`src/rtl/cla_pkg.sv`:
```
package cla_pkg;

    localparam int GRP_W  = 4;
    localparam int NGRP   = 4;
    localparam int DATA_W = GRP_W * NGRP;

    typedef struct packed {
        logic make;
        logic pass;
    } gp_t;

    // Flat sum-of-products carries for four make/pass pairs.
    // Bit 0 of the result is the seed carry, bit j is the carry after stage j-1.
    function automatic logic [4:0] flat_carries(input logic [3:0] mk,
                                                input logic [3:0] ps,
                                                input logic       seed);
        logic [4:0] c;
        c[0] = seed;
        c[1] = mk[0] | (ps[0] & seed);
        c[2] = mk[1] | (ps[1] & mk[0]) | (ps[1] & ps[0] & seed);
        c[3] = mk[2] | (ps[2] & mk[1]) | (ps[2] & ps[1] & mk[0])
             | (ps[2] & ps[1] & ps[0] & seed);
        c[4] = mk[3] | (ps[3] & mk[2]) | (ps[3] & ps[2] & mk[1])
             | (ps[3] & ps[2] & ps[1] & mk[0])
             | (ps[3] & ps[2] & ps[1] & ps[0] & seed);
        return c;
    endfunction

endpackage

```
`src/rtl/cla_bit_pg.sv`:
```
module cla_bit_pg
    import cla_pkg::*;
#(
    parameter int W = GRP_W
) (
    input  logic [W-1:0] a,
    input  logic [W-1:0] b,
    output gp_t  [W-1:0] pg
);
    for (genvar i = 0; i < W; i++) begin : g_bit
        assign pg[i].make = a[i] & b[i];
        assign pg[i].pass = a[i] | b[i];
    end
endmodule

```
`src/rtl/cla_group.sv`:
```
module cla_group
    import cla_pkg::*;
(
    input  logic [GRP_W-1:0] a,
    input  logic [GRP_W-1:0] b,
    input  logic             cin,
    output logic [GRP_W-1:0] sum,
    output gp_t              grp
);
    gp_t  [GRP_W-1:0] bit_pg;
    logic [GRP_W-1:0] mk;
    logic [GRP_W-1:0] ps;
    logic [GRP_W:0]   carries;
    logic [GRP_W:0]   gen_only;

    cla_bit_pg #(.W(GRP_W)) u_pg (
        .a  (a),
        .b  (b),
        .pg (bit_pg)
    );

    for (genvar i = 0; i < GRP_W; i++) begin : g_split
        assign mk[i] = bit_pg[i].make;
        assign ps[i] = bit_pg[i].pass;
    end

    assign carries  = flat_carries(mk, ps, cin);
    assign gen_only = flat_carries(mk, ps, 1'b0);

    assign grp.make = gen_only[GRP_W];
    assign grp.pass = &ps;

    for (genvar i = 0; i < GRP_W; i++) begin : g_sum
        assign sum[i] = a[i] ^ b[i] ^ carries[i];
    end
endmodule

```
`src/rtl/cla_carry_unit.sv`:
```
module cla_carry_unit
    import cla_pkg::*;
(
    input  gp_t [NGRP-1:0] grp,
    input  logic           cin,
    output logic [NGRP:0]  grp_cin
);
    logic [NGRP-1:0] gmk;
    logic [NGRP-1:0] gps;

    for (genvar k = 0; k < NGRP; k++) begin : g_unpack
        assign gmk[k] = grp[k].make;
        assign gps[k] = grp[k].pass;
    end

    assign grp_cin = flat_carries(gmk, gps, cin);
endmodule

```
`src/rtl/cla16_adder.sv`:
```
module cla16_adder
    import cla_pkg::*;
(
    input  logic [DATA_W-1:0] a_in,
    input  logic [DATA_W-1:0] b_in,
    input  logic              carry_in,
    output logic [DATA_W-1:0] sum_out,
    output logic              carry_out
);
    gp_t  [NGRP-1:0] grp_pg;
    logic [NGRP:0]   grp_cin;

    for (genvar k = 0; k < NGRP; k++) begin : g_grp
        cla_group u_grp (
            .a   (a_in[k*GRP_W +: GRP_W]),
            .b   (b_in[k*GRP_W +: GRP_W]),
            .cin (grp_cin[k]),
            .sum (sum_out[k*GRP_W +: GRP_W]),
            .grp (grp_pg[k])
        );
    end

    cla_carry_unit u_lcu (
        .grp     (grp_pg),
        .cin     (carry_in),
        .grp_cin (grp_cin)
    );

    assign carry_out = grp_cin[NGRP];
endmodule

```
`config.mk`:
```
export PLATFORM = sky130hd
export DESIGN_NAME = cla16_adder
export DESIGN_NICKNAME = d
export VERILOG_FILES = /design/src/rtl/cla_pkg.sv /design/src/rtl/cla_bit_pg.sv /design/src/rtl/cla_group.sv /design/src/rtl/cla_carry_unit.sv /design/src/rtl/cla16_adder.sv
export SDC_FILE = /design/constraint.sdc
export NUM_CORES = 1
export LEC_CHECK = 0
export CAP_MARGIN = 20
export CORE_AREA = 2 2 55 57
export DETAILED_ROUTE_END_ITERATION = 7
export DIE_AREA = 0 0 57 59
export GPL_ROUTABILITY_DRIVEN = 0
export PLACE_DENSITY_LB_ADDON = 0.05
export SETUP_SLACK_MARGIN = 0.15
export SLEW_MARGIN = 20
export SYNTH_ARGS = -nofsm -noshare
export SYNTH_HDL_FRONTEND = slang
export SYNTH_SLANG_ARGS = --single-unit
```
`constraint.sdc`:
```
create_clock -name vclk -period 6.9
set_input_delay 1.38 -clock vclk [all_inputs]
set_output_delay 1.38 -clock vclk [all_outputs]
set_load 0.005 [all_outputs]
```
# [Word-level counts from Yosys, hierarchy flattened]
# Index checks and enable logic that the tools add are counted.
[op_classes] bitwise=182 reduce_logical=4
[op_table] cell="bitwise AND 1 bit" n=88
[op_table] cell="OR 1 bit" n=62
[op_table] cell="bitwise XOR 1 bit" n=32
[op_table] cell="AND reduction 4 bit" n=4
[word_totals] register_bits=0 in_bits=33 out_inout_bits=17 wordCells=186

# [Depth between registers and ports, before layout]
# Gate-level depths: netlist of the first run.
[logic_depth] word_depth=12 mapped_depth=10

# [Cells and area by module]
# Synthesis of the first run repeated with hierarchy kept, for this count alone.
[unflattened] cells_unflattened=114 hier_area_um2=807.0
[modules_own_cells] mod="cla_group" instances=4 cells_each=19 area_each_um2=135.1
[modules_own_cells] mod="cla_bit_pg" instances=4 cells_each=8 area_each_um2=55.1
[modules_own_cells] mod="cla_carry_unit" instances=1 cells_each=6 area_each_um2=46.3

# [Worst setup path after synthesis of the first run]
# Ideal clock, no wire load.
[synth_path] kind="input-to-output" from="input a_in[2]" to="output sum_out[13]" arrival_time_ns=3.386 required_ns=5.520 slack_ns=2.134 path_stages=10 n_path_buf=0 cell_sequence="inv_1 -> ha_1 -> or4_4 -> nand3b_4 -> nor2_1 -> o31a_1 -> nor2_1 -> o31a_1 -> fa_1 -> xnor2_1"
[synth_via] elab_chain_cells=11 elab_cells_between_ends=19 classes_between="18 x bitwise; 1 x reduce/logical"
[synth_rtl] item="from (decl)" line="cla16_adder.sv:4" text="input logic [DATA_W-1:0] a_in,"
[synth_rtl] item="bitwise AND 1 bit / OR 1 bit (equally long branches)" line="cla_bit_pg.sv:11, cla_bit_pg.sv:12"
[synth_rtl] item="bitwise AND 1 bit"
[synth_rtl] item="OR 1 bit / bitwise AND 1 bit (equally long branches) (2 in series)"
[synth_rtl] item="OR 1 bit"
[synth_rtl] item="bitwise AND 1 bit" line="cla_pkg.sv:21" text="c[3] = mk[2] | (ps[2] & mk[1]) | (ps[2] & ps[1] & mk[0])"
[synth_rtl] item="OR 1 bit" line="cla_pkg.sv:21"
[synth_rtl] item="OR 1 bit *" line="cla_pkg.sv:22" text="| (ps[2] & ps[1] & ps[0] & seed);"
[synth_rtl] item="bitwise AND 1 bit *" line="cla_pkg.sv:19" text="c[1] = mk[0] | (ps[0] & seed);"
[synth_rtl] item="OR 1 bit *" line="cla_pkg.sv:19"
[synth_rtl] item="bitwise XOR 1 bit *" line="cla_group.sv:34" text="assign sum[i] = a[i] ^ b[i] ^ carries[i];"
[synth_rtl] item="to (decl)" line="cla16_adder.sv:7" text="output logic [DATA_W-1:0] sum_out,"
# Mark *: on every way between the ends. The rest lies on a longest branch, timed or not.

# [Worst setup path in the final report of the first run]
# Ends and elaborated chain as after synthesis.

==> flow_metrics.env, run 1 <==
export IMPL_share_of_cells_above_drive_strength_1=0.0319
export IMPL_internal_power_mw=0.0802
export IMPL_worst_setup_path_category="in2out"
export IMPL_wirelength_mm=2.21
export IMPL_clock_power_share=0
export IMPL_die_x_um=57
export IMPL_area_growth_syn_to_layout_pct=51.5
export IMPL_vias_per_cell=4.57
export IMPL_hold_violations=0
export IMPL_run_status="finished, final reports clean"
export IMPL_cts_resized=0
export IMPL_timing_max_cap_violations=0
export IMPL_seq_power_share=0
export IMPL_n_antenna_cell=0
export IMPL_die_height_um=59
export IMPL_crit_required_ns=5.52
export IMPL_drt_first_iter_violations=16
export IMPL_power_per_cell_area_nw_per_um2=81.6
export IMPL_final_nets=259
export IMPL_synth_top_cells_by_area="sky130_fd_sc_hd__ha_1, sky130_fd_sc_hd__inv_1, sky130_fd_sc_hd__fa_1"
export IMPL_postLayoutCoreUtil=0.585
export IMPL_netlist_area_leader_share=0.382
export IMPL_ys_warnings_count=0
export IMPL_area_sequential_um2=0
export IMPL_max_clock_freq_ghz=0.169
export IMPL_final_period_utilization=0.858
export IMPL_rows=19
export IMPL_post_cts_setup_buffer_count=0
export IMPL_static_leakage_power_nw=0.835
export IMPL_post_route_drc_count=0
export IMPL_placeableCoreArea_um2=2710
export IMPL_grt_antenna_before_repair=0
export IMPL_sum_of_negative_setup_slack_ns=0
export IMPL_netlist_area_um2=1050
export IMPL_synth_net_count=207
export IMPL_seq_cells=0
export IMPL_drt_first_pass_iters=3
export IMPL_cells_after_synthesis=138
export IMPL_worst_path_max_delay_cell="sky130_fd_sc_hd__or4_4"
export IMPL_max_stage_delay_ns=0.53
export IMPL_power_switching_mw=0.0493
export IMPL_number_of_global_route_vias_before_repair=953
export IMPL_die_area_um2=3360
export IMPL_start_kind="primary input"
export IMPL_synthTopCellsByCount="sky130_fd_sc_hd__inv_1, sky130_fd_sc_hd__ha_1, sky130_fd_sc_hd__nor2_1"
export IMPL_cts_hold_buffers=0
export IMPL_detail_route_wl_per_cell_um=10.1
export IMPL_synthDominantAreaCellType="sky130_fd_sc_hd__ha_1"
export IMPL_largest_net_degree_at_the_start_of_global_routing=6
export IMPL_final_clkbuf_count=0
export IMPL_floorplan_initialDensity=0.386
export IMPL_placement_io_buffers=50
export IMPL_tightestPinTransition_ns=0.663
export IMPL_multi_input_area_um2=871
export IMPL_avgSynthCellArea_um2=7.59
export IMPL_critical_path_top_delay_family="buffers and inverters"
export IMPL_io_pin_count=50
export IMPL_grt_first_pass_wirelength_mm=3.76
export IMPL_maxSlewViolCount=0
export IMPL_hp_class="in2out"
export IMPL_post_dp_hpwl_mm=2.07
export IMPL_setup_viol=0
export IMPL_synthDistinctLibCells=28
export IMPL_worstPathArrival_ns=4.54
export IMPL_critical_path_buf_inv_count=3
export IMPL_antenna_left=0
export IMPL_critical_path_cell_chain="clkdlybuf4s50_1, inv_1, ha_1, or4_4, nand3b_4, nor2_1, o31a_1, nor2_1, o31a_1, fa_1, xnor2_1, clkdlybuf4s50_1"
export IMPL_normalized_max_slew_margin=0.555
export IMPL_grt_overflow_total=0
export IMPL_grt_total_usage=0.132
export IMPL_share_comb_of_total_power=1.000
export IMPL_period_needed_ns=5.92
export IMPL_final_fill_count=273
export IMPL_cp_max_fo=3
export IMPL_sw_frac_of_total=0.381
export IMPL_routed_via_count=1001
export IMPL_synth_most_common_cell="sky130_fd_sc_hd__inv_1"
export IMPL_ir_drop_mv=0.0486
export IMPL_finalHoldWorstSlack_ns=3.87
export IMPL_grt_setup_unrepaired="false"
export IMPL_synth_seq_area_share=0
export IMPL_end_kind="primary output"
[cell type report]
class	count	area share
Multi-Input combinational cell	91	0.549
Inverter	47	0.111
Timing Repair Buffer	50	0.315
Tap cell	31	0.0244
[per-layer routing]
layer	vias to the layer above	GRT usage	part of all wire
met1	452	0.176	0.43
met2	23	0.243	0.51
met3	0	0.0109	0.058
met4	0	0.00664	0
li1	526	-	-
met5	-	0	0
[final timing paths]
| check | from | endpoint | slack, ns | cells after the start |
|---|---|---|---|---|
| max | a_in[2] | sum_out[13] | 0.98 | 12 |
| min | b_in[13] | sum_out[13] | 3.87 | 5 |
[cell families after synthesis]
group	Yosys count	synth area share
compound gates	22	0.158
buf+inv	47	0.168
simple gates	22	0.123
fa+ha+maj	36	0.459
xor+xnor	11	0.0920
[per-stage QoR]
stage	setup WS, ns	power (mW)	instance area, µm²	std cells
after floorplan	2.13	0.0589	1050	138
after global placement	1.05	0.128	1590	219
after detailed placement	0.966	0.131	1590	219
after CTS	0.955	0.132	1590	219
after global routing	0.825	0.143	1590	219
final	0.982	0.129	1590	219
[power by group through the flow]
stage	sequential [mW]	clock [mW]	combinational [mW]
global route	0	0	0.143
CTS	0	0	0.132
floorplan	0	0	0.0589
global placement	0	0	0.128
finish	0	0	0.129
detailed placement	0	0	0.131
[cells in the final DEF, fill, tap and decap left out, drive strengths merged, types with 2 or more instances in the layout]
| master | instances |
|---|---|
| a31oi | 2 |
| o31ai | 2 |
| inv | 47 |
| nor2 | 11 |
| xor2 | 2 |
| xnor2 | 9 |
| o31a | 2 |
| a21oi | 5 |
| o21ai | 3 |
| nor2b | 3 |
| clkdlybuf4s50 | 50 |
| fa | 4 |
| ha | 32 |
[worst min-delay path, cell delays in order]
cell and delay (ns):
sky130_fd_sc_hd__clkdlybuf4s50_1 0.42, sky130_fd_sc_hd__inv_1 0.06, sky130_fd_sc_hd__ha_1 0.13, sky130_fd_sc_hd__xnor2_1 0.06
sky130_fd_sc_hd__clkdlybuf4s50_1 0.44
Note: power is estimated with default switching activity, not from simulation.
==> run 2: changes to the inputs <==
--- a/config.mk
+++ b/config.mk
@@ -5,10 +5,11 @@
 export SDC_FILE = /design/constraint.sdc
 export NUM_CORES = 1
 export LEC_CHECK = 0
+export ABC_AREA = 1
 export CAP_MARGIN = 20
-export CORE_AREA = 2 2 55 57
+export CORE_AREA = 2 2 57 59
 export DETAILED_ROUTE_END_ITERATION = 7
-export DIE_AREA = 0 0 57 59
+export DIE_AREA = 0 0 59 61
 export GPL_ROUTABILITY_DRIVEN = 0
 export PLACE_DENSITY_LB_ADDON = 0.05
 export SETUP_SLACK_MARGIN = 0.15
==> flow_metrics.env, run 2 <==
export IMPL_rows=20
export IMPL_placement_io_buffers=50
export IMPL_post_dp_hpwl_mm=2.08
export IMPL_crit_required_ns=5.52
export IMPL_critical_path_top_delay_family="buffers and inverters"
export IMPL_synth_net_count=248
export IMPL_share_of_cells_above_drive_strength_1=0.0524
export IMPL_drt_first_pass_iters=4
export IMPL_n_antenna_cell=0
export IMPL_grt_total_usage=0.126
export IMPL_start_kind="primary input"
export IMPL_final_nets=300
export IMPL_timing_max_cap_violations=0
export IMPL_drt_first_iter_violations=27
export IMPL_placeableCoreArea_um2=2950
export IMPL_grt_setup_unrepaired="false"
export IMPL_number_of_global_route_vias_before_repair=1037
export IMPL_detail_route_wl_per_cell_um=8.38
export IMPL_synth_seq_area_share=0
export IMPL_ys_warnings_count=0
export IMPL_floorplan_initialDensity=0.381
export IMPL_grt_first_pass_wirelength_mm=3.79
export IMPL_static_leakage_power_nw=0.990
export IMPL_antenna_left=0
export IMPL_synthDominantAreaCellType="sky130_fd_sc_hd__ha_1"
export IMPL_period_needed_ns=5.11
export IMPL_grt_antenna_before_repair=0
export IMPL_post_cts_setup_buffer_count=0
export IMPL_post_route_drc_count=0
export IMPL_clock_power_share=0
export IMPL_vias_per_cell=4.22
export IMPL_seq_cells=0
export IMPL_synthTopCellsByCount="sky130_fd_sc_hd__inv_1, sky130_fd_sc_hd__ha_1, sky130_fd_sc_hd__nand2_1"
export IMPL_netlist_area_leader_share=0.356
export IMPL_run_status="finished, final reports clean"
export IMPL_sw_frac_of_total=0.410
export IMPL_worst_setup_slack_after_placement_ns=1.76
export IMPL_critical_path_buf_inv_count=4
export IMPL_tightestPinTransition_ns=0.243
export IMPL_cts_resized=0
export IMPL_synth_most_common_cell="sky130_fd_sc_hd__inv_1"
export IMPL_final_common_cell="sky130_fd_sc_hd__inv_1"
export IMPL_io_pin_count=50
export IMPL_cells_after_synthesis=179
export IMPL_share_comb_of_total_power=1.000
export IMPL_end_kind="primary output"
export IMPL_routed_via_count=1105
export IMPL_hold_violations=0
export IMPL_area_growth_syn_to_layout_pct=48.2
export IMPL_seq_power_share=0
export IMPL_wirelength_mm=2.20
export IMPL_netlist_area_um2=1120
export IMPL_finalHoldWorstSlack_ns=3.86
export IMPL_die_height_um=61
export IMPL_worst_path_max_delay_cell="sky130_fd_sc_hd__clkdlybuf4s50_1"
export IMPL_setup_viol=0
export IMPL_hp_class="in2out"
export IMPL_die_area_um2=3600
export IMPL_synthDistinctLibCells=21
export IMPL_grt_overflow_total=0
export IMPL_max_stage_delay_ns=0.51
export IMPL_final_clkbuf_count=0
export IMPL_normalized_max_slew_margin=0.838
export IMPL_max_clock_freq_ghz=0.196
export IMPL_die_x_um=59
export IMPL_ir_drop_mv=0.0346
export IMPL_sum_of_negative_setup_slack_ns=0
export IMPL_avgSynthCellArea_um2=6.28
export IMPL_final_fill_count=313
export IMPL_layout_setup_ws_ns=1.79
export IMPL_worst_setup_path_category="in2out"
export IMPL_final_period_utilization=0.741
export IMPL_internal_power_mw=0.0775
export IMPL_area_sequential_um2=0
export IMPL_power_switching_mw=0.0539
export IMPL_critical_path_cell_chain="clkdlybuf4s50_1, inv_1, ha_1, nor2_2, nand3_1, nor2_1, nand2_1, nand3_2, inv_1, fa_1, xnor2_1, clkdlybuf4s50_1"
export IMPL_cp_max_fo=3
export IMPL_cts_hold_buffers=0
export IMPL_synth_top_cells_by_area="sky130_fd_sc_hd__ha_1, sky130_fd_sc_hd__inv_1, sky130_fd_sc_hd__nand2_1"
export IMPL_largest_net_degree_at_the_start_of_global_routing=6
export IMPL_commonest_cells_after_routing_fill_and_taps_aside="sky130_fd_sc_hd__inv_1, sky130_fd_sc_hd__clkdlybuf4s50_1, sky130_fd_sc_hd__nand2_1, sky130_fd_sc_hd__ha_1, sky130_fd_sc_hd__nor2_1"
export IMPL_worstPathArrival_ns=3.73
export IMPL_maxSlewViolCount=0
export IMPL_power_per_cell_area_nw_per_um2=78.8
[run 2: path summary, 6_finish.rpt]
kind | start | endpoint | slack, ns | cells past startpoint
hold / removal | b_in[5] | sum_out[5] | 3.86 | 5
setup / recovery | a_in[10] | sum_out[13] | 1.79 | 12
[run 2: through the flow]
| stage | total power, mW | std cells | utilization | cell area (µm²) |
|---|---|---|---|---|
| 6_report | 0.131 | 262 | 0.564 | 1670 |
| 4_1_cts | 0.134 | 262 | 0.564 | 1670 |
| 5_1_grt | 0.149 | 262 | 0.564 | 1670 |
| 3_3_place_gp | 0.130 | 262 | 0.564 | 1670 |
| 2_1_floorplan | 0.0631 | 179 | - | 1120 |
| 3_5_place_dp | 0.133 | 262 | 0.564 | 1670 |
[run 2: power by group through the flow]
stage / Sequential (mW) / Combinational [mW] / Clock, mW
6_report: 0 / 0.131 / 0
3_5_place_dp: 0 / 0.133 / 0
5_1_grt: 0 / 0.149 / 0
2_1_floorplan: 0 / 0.0631 / 0
4_1_cts: 0 / 0.134 / 0
3_3_place_gp: 0 / 0.130 / 0
[run 2: routing by layer]
metal / vias up / part of all wire / GRT usage
li1: 611 / - / -
met1: 470 / 0.42 / 0.147
met2: 24 / 0.54 / 0.268
met3: 0 / 0.036 / 0.00213
met4: 0 / 0 / 0
met5: - / 0 / 0
[run 2: kinds of logic (layout without fill, tap and decap cells)]
| group | Yosys count | in the layout | synth area share |
|---|---|---|---|
| buffers and inverters | 65 | 115 | 0.217 |
| AND/OR/NAND/NOR | 61 | 61 | 0.242 |
| AO/OA/AOI/OAI | 10 | 10 | 0.0589 |
| XOR/XNOR | 7 | 7 | 0.0545 |
| adder cells (fa/ha/maj) | 36 | 36 | 0.427 |
[run 2: layout make-up]
| class | instances | area [µm²] | area share |
|---|---|---|---|
| inverters | 65 | 244 | 0.146 |
| multi-input cells | 114 | 881 | 0.529 |
| well taps | 33 | 41.3 | 0.0248 |
| repair buffers | 50 | 500 | 0.300 |
[run 2: tightest hold or removal path, stage by stage]
cell                              delay [ns]
sky130_fd_sc_hd__clkdlybuf4s50_1        0.42
sky130_fd_sc_hd__inv_1                  0.06
sky130_fd_sc_hd__ha_1                   0.13
sky130_fd_sc_hd__xnor2_1                0.06
sky130_fd_sc_hd__clkdlybuf4s50_1        0.43
